$ cat config.mk
export PLATFORM = sky130hd
export DESIGN_NAME = fair_prio_arbiter
export DESIGN_NICKNAME = d
export VERILOG_FILES = /design/src/rtl/arb_pkg.sv /design/src/rtl/arb_prio_regs.sv /design/src/rtl/arb_pick.sv /design/src/rtl/arb_lockout.sv /design/src/rtl/fair_prio_arbiter.sv
export SDC_FILE = /design/constraint.sdc
export NUM_CORES = 1
export LEC_CHECK = 0
export BUFFER_PORTS_ARGS = -buffer_cell sky130_fd_sc_hd__buf_2
export CORE_MARGIN = 5
export CORE_UTILIZATION = 55
export CTS_CLUSTER_DIAMETER = 80
export DETAILED_ROUTE_END_ITERATION = 10
export GPL_TIMING_DRIVEN = 0
export MAX_ROUTING_LAYER = met4
export PLACE_DENSITY = 0.73
export SLEW_MARGIN = 25
export SYNTH_ARGS = -nofsm -noshare
export SYNTH_HDL_FRONTEND = slang
export SYNTH_HIERARCHICAL = 1
export SYNTH_SLANG_ARGS = --single-unit
export TNS_END_PERCENT = 30
$ cat constraint.sdc
create_clock -name clk -period 62 [get_ports clk]
set_input_delay 6.2 -clock clk [delete_from_list [all_inputs] [get_ports clk]]
set_output_delay 6.2 -clock clk [all_outputs]
set_load 0.005 [all_outputs]
$ cat src/rtl/arb_pkg.sv
package arb_pkg;
  typedef enum logic {
    ARB_IDLE = 1'b0,
    ARB_HELD = 1'b1
  } arb_state_e;

  localparam int unsigned ARB_DEF_DEVICES = 16;
  localparam int unsigned ARB_DEF_PRIO_W  = 4;
endpackage

$ cat src/rtl/arb_prio_regs.sv
module arb_prio_regs #(
  parameter int unsigned N_DEV  = 16,
  parameter int unsigned PRIO_W = 4,
  localparam int unsigned IDX_W = (N_DEV > 1) ? $clog2(N_DEV) : 1
) (
  input  logic                          clk,
  input  logic                          rst,
  input  logic                          we_i,
  input  logic [IDX_W-1:0]              widx_i,
  input  logic [PRIO_W-1:0]             wval_i,
  output logic [N_DEV-1:0][PRIO_W-1:0]  prio_o
);
  for (genvar g = 0; g < N_DEV; g++) begin : g_dev
    logic [PRIO_W-1:0] val_q;
    always_ff @(posedge clk) begin
      if (rst) begin
        val_q <= PRIO_W'(g);
      end else if (we_i && (widx_i == IDX_W'(g))) begin
        val_q <= wval_i;
      end
    end
    assign prio_o[g] = val_q;
  end
endmodule

$ cat src/rtl/arb_pick.sv
module arb_pick #(
  parameter int unsigned N_DEV  = 16,
  parameter int unsigned PRIO_W = 4,
  localparam int unsigned IDX_W = (N_DEV > 1) ? $clog2(N_DEV) : 1
) (
  input  logic [N_DEV-1:0]              elig_i,
  input  logic [N_DEV-1:0][PRIO_W-1:0]  prio_i,
  output logic                          found_o,
  output logic [IDX_W-1:0]              win_o
);
  logic [PRIO_W-1:0] best_p;

  // Strict less-than keeps the earlier (lower) index on a tie.
  always_comb begin
    found_o = 1'b0;
    win_o   = '0;
    best_p  = '1;
    for (int i = 0; i < N_DEV; i++) begin
      if (elig_i[i] && (!found_o || (prio_i[i] < best_p))) begin
        found_o = 1'b1;
        win_o   = IDX_W'(i);
        best_p  = prio_i[i];
      end
    end
  end
endmodule

$ cat src/rtl/arb_lockout.sv
module arb_lockout #(
  parameter int unsigned N_DEV = 16,
  localparam int unsigned IDX_W = (N_DEV > 1) ? $clog2(N_DEV) : 1
) (
  input  logic              clk,
  input  logic              rst,
  input  logic              fair_en_i,
  input  logic [N_DEV-1:0]  req_i,
  input  logic              tenure_end_i,
  input  logic [IDX_W-1:0]  owner_i,
  output logic [N_DEV-1:0]  lock_eff_o,
  output logic [N_DEV-1:0]  elig_o
);
  logic [N_DEV-1:0] lock_q, lock_d, set_mask;

  always_comb begin
    set_mask   = (fair_en_i && tenure_end_i) ?
                 ({{(N_DEV-1){1'b0}}, 1'b1} << owner_i) : '0;
    lock_eff_o = lock_q | set_mask;
    elig_o     = fair_en_i ? (req_i & ~lock_eff_o) : req_i;
    if (!fair_en_i || (elig_o == '0)) lock_d = '0;
    else                              lock_d = lock_eff_o;
  end

  always_ff @(posedge clk) begin
    if (rst) lock_q <= '0;
    else     lock_q <= lock_d;
  end


  no_lock_off_chk: assert property (@(posedge clk) disable iff (rst)
    !fair_en_i |=> (lock_q == '0));


  lock_clear_chk: assert property (@(posedge clk) disable iff (rst)
    (fair_en_i && ((req_i & ~lock_eff_o) == '0)) |=> (lock_q == '0));
endmodule

$ cat src/rtl/fair_prio_arbiter.sv
module fair_prio_arbiter #(
  parameter int unsigned N_DEV  = arb_pkg::ARB_DEF_DEVICES,
  parameter int unsigned PRIO_W = arb_pkg::ARB_DEF_PRIO_W,
  localparam int unsigned IDX_W = (N_DEV > 1) ? $clog2(N_DEV) : 1
) (
  input  logic              clk,
  input  logic              rst,
  input  logic [N_DEV-1:0]  req_i,
  input  logic              fair_en_i,
  input  logic              done_i,
  input  logic              cfg_we_i,
  input  logic [IDX_W-1:0]  cfg_idx_i,
  input  logic [PRIO_W-1:0] cfg_prio_i,
  output logic [N_DEV-1:0]  gnt_o,
  output logic              gnt_valid_o,
  output logic [IDX_W-1:0]  gnt_idx_o
);
  import arb_pkg::*;

  arb_state_e st_q;
  logic [IDX_W-1:0] own_q;
  logic [N_DEV-1:0][PRIO_W-1:0] prio;
  logic [N_DEV-1:0] elig, lock_eff;
  logic found, round, tenure_end;
  logic [IDX_W-1:0] win;

  assign round      = (st_q == ARB_IDLE) || done_i;
  assign tenure_end = (st_q == ARB_HELD) && done_i;

  arb_prio_regs #(.N_DEV(N_DEV), .PRIO_W(PRIO_W)) i_regs (
    .clk(clk), .rst(rst), .we_i(cfg_we_i), .widx_i(cfg_idx_i),
    .wval_i(cfg_prio_i), .prio_o(prio)
  );

  arb_lockout #(.N_DEV(N_DEV)) i_lock (
    .clk(clk), .rst(rst), .fair_en_i(fair_en_i), .req_i(req_i),
    .tenure_end_i(tenure_end), .owner_i(own_q),
    .lock_eff_o(lock_eff), .elig_o(elig)
  );

  arb_pick #(.N_DEV(N_DEV), .PRIO_W(PRIO_W)) i_pick (
    .elig_i(elig), .prio_i(prio), .found_o(found), .win_o(win)
  );

  always_ff @(posedge clk) begin
    if (rst) begin
      st_q  <= ARB_IDLE;
      own_q <= '0;
    end else if (round) begin
      if (found) begin
        st_q  <= ARB_HELD;
        own_q <= win;
      end else begin
        st_q  <= ARB_IDLE;
      end
    end
  end

  assign gnt_valid_o = (st_q == ARB_HELD);
  assign gnt_idx_o   = own_q;
  assign gnt_o       = gnt_valid_o ? ({{(N_DEV-1){1'b0}}, 1'b1} << own_q) : '0;


  gnt_onehot_chk: assert property (@(posedge clk) disable iff (rst)
    $onehot0(gnt_o));


  hold_stable_chk: assert property (@(posedge clk) disable iff (rst)
    (gnt_valid_o && !done_i) |=> (gnt_valid_o && $stable(gnt_idx_o)));


  no_locked_win_chk: assert property (@(posedge clk) disable iff (rst)
    (round && found && fair_en_i) |-> !lock_eff[win]);


  round_grant_chk: assert property (@(posedge clk) disable iff (rst)
    (round && (elig != '0)) |=> gnt_valid_o);


  idle_done_chk: assert property (@(posedge clk) disable iff (rst)
    (!gnt_valid_o && done_i && (req_i == '0)) |=> !gnt_valid_o);
endmodule

-- After elaboration in Yosys (flattened, before gate mapping)
Cells that the tools add are included.
- $lt $le $gt $ge: 15
- eq/ne operators: 15
- shifts and indexed selects: 1
- mux-type cells: 50
- bitwise operators: 4
- reduce and logical (&&, ||, !) cells: 70
- operator list (cell ; count):
    2-to-1 mux 4 bit ; 23
    less-than comparator 4 bit ; 15
    2-to-1 mux 16 bit ; 3
    logical AND 1 bit ; 33
    equality test 4 bit (second input constant) ; 8
    2-to-1 mux 1 bit ; 18
    logical OR 1 bit ; 17
    AND 16 bit ; 1
    equality test 4 x 3 -> 1 bit (second input constant) ; 4
    zero test 1 bit ; 16
    zero test 16 bit ; 1
    NOT 16 bit ; 1
    OR 16 bit ; 1
    left shift 1 x 4 -> 16 bit (first input constant) ; 1
    2-to-1 mux 3 bit ; 4
    equality test 4 x 2 -> 1 bit (second input constant) ; 2
    equality test 4 x 1 -> 1 bit (second input constant) ; 1
    zero test 4 bit ; 1
    2-to-1 mux 2 bit ; 2
    AND reduction 2 bit ; 1
    OR reduction 2 bit ; 1
    NOT 1 bit ; 1
- register bits: 85
- input port bits: 29
- output and inout port bits: 21
- word-level logic and storage cells: 174

-- Longest topological paths before layout
- word-level depth: 69
- mapped depth: 142

-- Modules after synthesis
The synthesis kept the hierarchy.
- modules (own cells, without submodules) (module ; times used ; cells each ; area each (um^2) ; sequential area each (um^2)):
    arb_pick ; 1 ; 550 ; 3746.1 ; 0.0
    arb_prio_regs ; 1 ; 242 ; 2523.7 ; 1281.2
    arb_lockout ; 1 ; 145 ; 1114.8 ; 320.3
    fair_prio_arbiter ; 1 ; 45 ; 339.1 ; 100.1

-- Worst setup path before layout
No wires, ideal clock.
- path kind: input -> register
- start: input port done_i
- end: register own_q[2] (netlist: gnt_idx_o[2])
- setup time: 0.127 ns
- arrival time: 28.972 ns
- setup slack: 32.901 ns
- cell stages on the path: 136
- path through: and2_2 and4bb_1 a21oi_1 inv_1 a21boi_0 clkbuf_1 nor2b_1 ha_1 nand2_1 a2111oi_4 nand3b_4 mux2i_1 inv_1 ha_1 nand2_1 o41ai_1 nand2b_1 a21oi_4 [100 not listed] nor3b_1 and2_1 o211ai_1 o211ai_4 mux2_1 ha_1 o21a_1 o32ai_1 nand2_1 inv_1 a31oi_1 and2_1 nand2b_1 a21oi_1 nand2_1 or3_1 nand2b_1 mux2i_1
- RTL lines (element ; RTL line ; source):
    start: declaration ; fair_prio_arbiter.sv:10 ; input logic done_i,
    logical AND 1 bit (*) ; fair_prio_arbiter.sv:28 ; assign tenure_end = (st_q == ARB_HELD) && done_i;
    logical AND 1 bit (*) ; arb_lockout.sv:17 ; set_mask = (fair_en_i && tenure_end_i) ?
    2-to-1 mux 16 bit (*) ; arb_lockout.sv:17 ;
    OR 16 bit (*) ; arb_lockout.sv:19 ; lock_eff_o = lock_q | set_mask;
    named net lock_eff[0] ; fair_prio_arbiter.sv:23 ; logic [N_DEV-1:0] elig, lock_eff;
    NOT 16 bit (*) ; arb_lockout.sv:20 ; elig_o = fair_en_i ? (req_i & ~lock_eff_o) : req_i;
    AND 16 bit (*) ; arb_lockout.sv:20 ;
    2-to-1 mux 16 bit (*) ; arb_lockout.sv:20 ;
    named net elig[0] ; fair_prio_arbiter.sv:23 ;
    [54 not listed] ; - ;
    logical OR 1 bit ; arb_pick.sv:19 ; if (elig_i[i] && (!found_o || (prio_i[i] < best_p))) begin
    logical AND 1 bit ; arb_pick.sv:19 ;
    2-to-1 mux 4 bit / 2-to-1 mux 1 bit (equally long branches) ; arb_pick.sv:19 ;
    less-than comparator 4 bit / zero test 1 bit (equally long branches) ; arb_pick.sv:19 ;
    logical OR 1 bit ; arb_pick.sv:19 ;
    logical AND 1 bit ; arb_pick.sv:19 ;
    2-to-1 mux 4 bit (*) ; arb_pick.sv:19 ;
    named net win[2] ; fair_prio_arbiter.sv:25 ; logic [IDX_W-1:0] win;
    end signal: assignment ; fair_prio_arbiter.sv:52 ; own_q <= win;
    end: declaration ; fair_prio_arbiter.sv:21 ; logic [IDX_W-1:0] own_q;
The timed path passes the listed nets; every way through them passes the cells marked *.
A chain may end at the register's enable or synchronous reset.

-- Worst setup path after layout
- start: input port done_i
- end: register own_q[2] (netlist: gnt_idx_o[2])
- RTL lines (element ; RTL line ; source):
    logical AND 1 bit (*) ; fair_prio_arbiter.sv:28 ;
    named net tenure_end ; fair_prio_arbiter.sv:24 ; logic found, round, tenure_end;
    logical AND 1 bit (*) ; arb_lockout.sv:17 ;
    2-to-1 mux 16 bit (*) ; arb_lockout.sv:17 ;
    OR 16 bit (*) ; arb_lockout.sv:19 ;
    named net lock_eff[0] ; fair_prio_arbiter.sv:23 ;
    NOT 16 bit (*) ; arb_lockout.sv:20 ;
    AND 16 bit (*) ; arb_lockout.sv:20 ;
    [1 not listed] ; - ;
    named net elig[0] ; fair_prio_arbiter.sv:23 ;
    [54 not listed] ; - ;
    logical OR 1 bit ; arb_pick.sv:19 ;
    logical AND 1 bit ; arb_pick.sv:19 ;
    2-to-1 mux 4 bit / 2-to-1 mux 1 bit (equally long branches) ; arb_pick.sv:19 ;
    less-than comparator 4 bit / zero test 1 bit (equally long branches) ; arb_pick.sv:19 ;
    logical OR 1 bit ; arb_pick.sv:19 ;
    logical AND 1 bit ; arb_pick.sv:19 ;
    2-to-1 mux 4 bit (*) ; arb_pick.sv:19 ;
    named net win[2] ; fair_prio_arbiter.sv:25 ;
Marked as above.

==> impl_metrics.ini <==
[run_status]
outcome = completed

[floorplanning]
ios = 50
initial_core_util = 0.5586
die_h_um = 128.5
core-area_mm2 = 0.01383
die_w_um = 128.5
core.rowCount = 43
die-area_mm2 = 0.01651

[hold_path]
hold_start = i_lock/lock_q[3]$_SDFF_PP0_
hp-class = reg -> reg

[cts]
cts_setup_buffers = 0
cts_tree = yes
cts.sinks = 85
cts_root_buffer = clkbuf_16
cts_made_buffers = 9
cts_htree_levels = 3
clock_latency_ns = 0.35
cts_buffer_depth = 2
cts_resized = 0
hold_buffers = 0
clk_pin_slew_ns = 0.06

[timing]
fin_tns_setup_ns = 0
post-route-period-util = 0.5361
holdWs_ns = 0.4898
finClkSkew_ns = 0.01274
timing.slew.headroom = 0.4846
min_period_ns = 33.24
fmax_mhz = 30.09
finalHoldViolCount = 0
fin_ws_ns = 28.76
rsz0062_at_grt = no
slew_violations = 0
tightest_slew_ns = 0.7663
setup_violations = 0

[finish]
final_area_mm2 = 0.008492
multi_input_area_mm2 = 0.005637
area_growth_syn_to_layout_pct = 9.946
num-nets-final = 1090
fin_util = 0.6142
fin_cells = 1227
seq_area_mm2 = 0.001702
diodes = 0
drive_gt1_frac = 0.1471
fillerInstances = 1265

[critical_path]
cp_slowest_cell = a21boi_1
end_kind = flop
cp_num_buf_inv = 19
slowest_delay_ns = 0.56
r2r_start = gnt_idx_o[1]$_SDFFE_PP0P_
critPathLaunch = done_i
critPathTopFamily = compound AO/OA/AOI/OAI gates
cp-start-kind = input port
crit_required_ns = 62.21
arrival_ns = 33.45
path_class = in -> reg
critPathMaxFanout = 10
cp_common_cell = ha_1

[power]
combPwrFrac = 0.672
power.share.switching = 0.4576
p_per_area_mw_per_mm2 = 41.99
finalPower_mw = 0.3566
seq_power_share = 0.174
power.leakage_nw = 3.686
p_sw_mw = 0.1632
internal_power_mw = 0.1934
clkPwrFrac = 0.154
peakVddDrop_mv = 0.06797

[detailed_routing]
ant_nets = 0
drt_iter0_markers = 820
wl_per_cell_um = 17.37
routed_wl_um = 21320
num_vias = 7585
viasPerCell = 6.182
drc = 0
firstDrtPassIters = 7

[logic_synthesis]
synth_area_mm2 = 0.007724
synth_cell_types = 116
ys_top_cells_by_area = dfxtp_1 22%, mux2i_1 10%, nor2_1 5.6%
synth_warnings = 6
syn_nets = 1030
synth_edf_count = 0
syn_avg_cell_area_um2 = 7.865
synth_top_area_frac = 0.2203
synth_most_common_cell = nor2_1
synth_ff_type = dfxtp_1
synth-async-reset-ratio = 0
syn_inst = 982
synth_seq_cells = 85
yosys.area.top_type = dfxtp_1
synth_seq_area_share = 0.2203
ys_top_cells_by_count = 116 x nor2_1, 85 x dfxtp_1, 81 x mux2i_1

[placed_design]
dp_slack_ns = 28.60
place_inst = 1211
hpwlAfterDp_um = 16690
place_area_mm2 = 0.008194
gp_congestion = 0.9324
io_buffers = 49

[run]
cap_violations = 0

[global_route]
grt_overflow = 0
grt_pass1_vias = 6987
antenna_found_initial = 0
grt_pass1_wl_um = 35100
grt_max_degree = 18
track_usage = 0.2693
-- power by group through the flow --
stage          Combinational [mW]  Clock (mW)  Sequential [mW]
6_report                    0.240      0.0551           0.0619
5_1_grt                     0.269      0.0581           0.0623
4_1_cts                     0.236      0.0559           0.0617
3_5_place_dp                0.234           0           0.0629
3_3_place_gp                0.231           0           0.0630
2_1_floorplan               0.190           0           0.0613
-- sequential cells by signal (all words and copies together) (netlist names) --
register,cells
gnt_idx_o,4
gnt_valid_o,1
i_regs/g_dev.val_q,64
i_lock/lock_q,16
-- kinds of logic after synthesis --
logic type      after synthesis  synth area share
compound gates              271            0.2663
simple gates                415            0.2841
buf+inv                      83           0.04989
fa+ha+maj                    22           0.03467
mux                         101            0.1390
xor+xnor                      5          0.005671
flops                        85            0.2203
-- per-layer routing --
metal | part of all wire | GRT usage | wire (um) | vias up
met5 | 0 | - | 0 | -
met4 | 0.020 | 0.07783 | 423 | 0
met3 | 0.057 | 0.03736 | 1207 | 36
met2 | 0.44 | 0.3975 | 9330 | 258
met1 | 0.49 | 0.3836 | 10360 | 3560
li1 | - | - | - | 3731
-- layout by cell type, fill, tap and decap left out, types with 18 or more instances in the layout --
cell type / n
a21oi_1: 46
nand2b_1: 68
o21ai_0: 39
nor2b_1: 19
dfxtp_1: 85
mux2i_1: 81
nor2_1: 116
inv_1: 55
buf_2: 53
nand2_1: 78
ha_1: 19
nand3_1: 18
-- tightest hold or removal path, delay by kind of cell, from the launching register on --
kind	cells	cell delay (ns)
flip-flops	1	0.30
AND/OR/NAND/NOR	1	0.10
AO/OA/AOI/OAI	1	0.05
-- path summary, 6_finish.rpt --
kind	slack, ns	cells past startpoint	endpoint
hold reg to reg	0.49	2	i_lock/lock_q[3]$_SDFF_PP0_
hold / removal	0.49	2	i_lock/lock_q[3]$_SDFF_PP0_
setup reg to reg	34.25	136	gnt_idx_o[2]$_SDFFE_PP0P_
setup / recovery	28.76	138	gnt_idx_o[2]$_SDFFE_PP0P_
-- final cells by class --
cell class / count / share of cell area
multi-input cells: 814 / 0.6638
repair buffers: 49 / 0.02888
plain buffers: 28 / 0.02107
well taps: 180 / 0.02652
inverters: 55 / 0.02431
clock buffers: 10 / 0.02696
flip-flops and latches: 85 / 0.2004
clock inverters: 6 / 0.008104
Power figures use the tool's default switching activity.
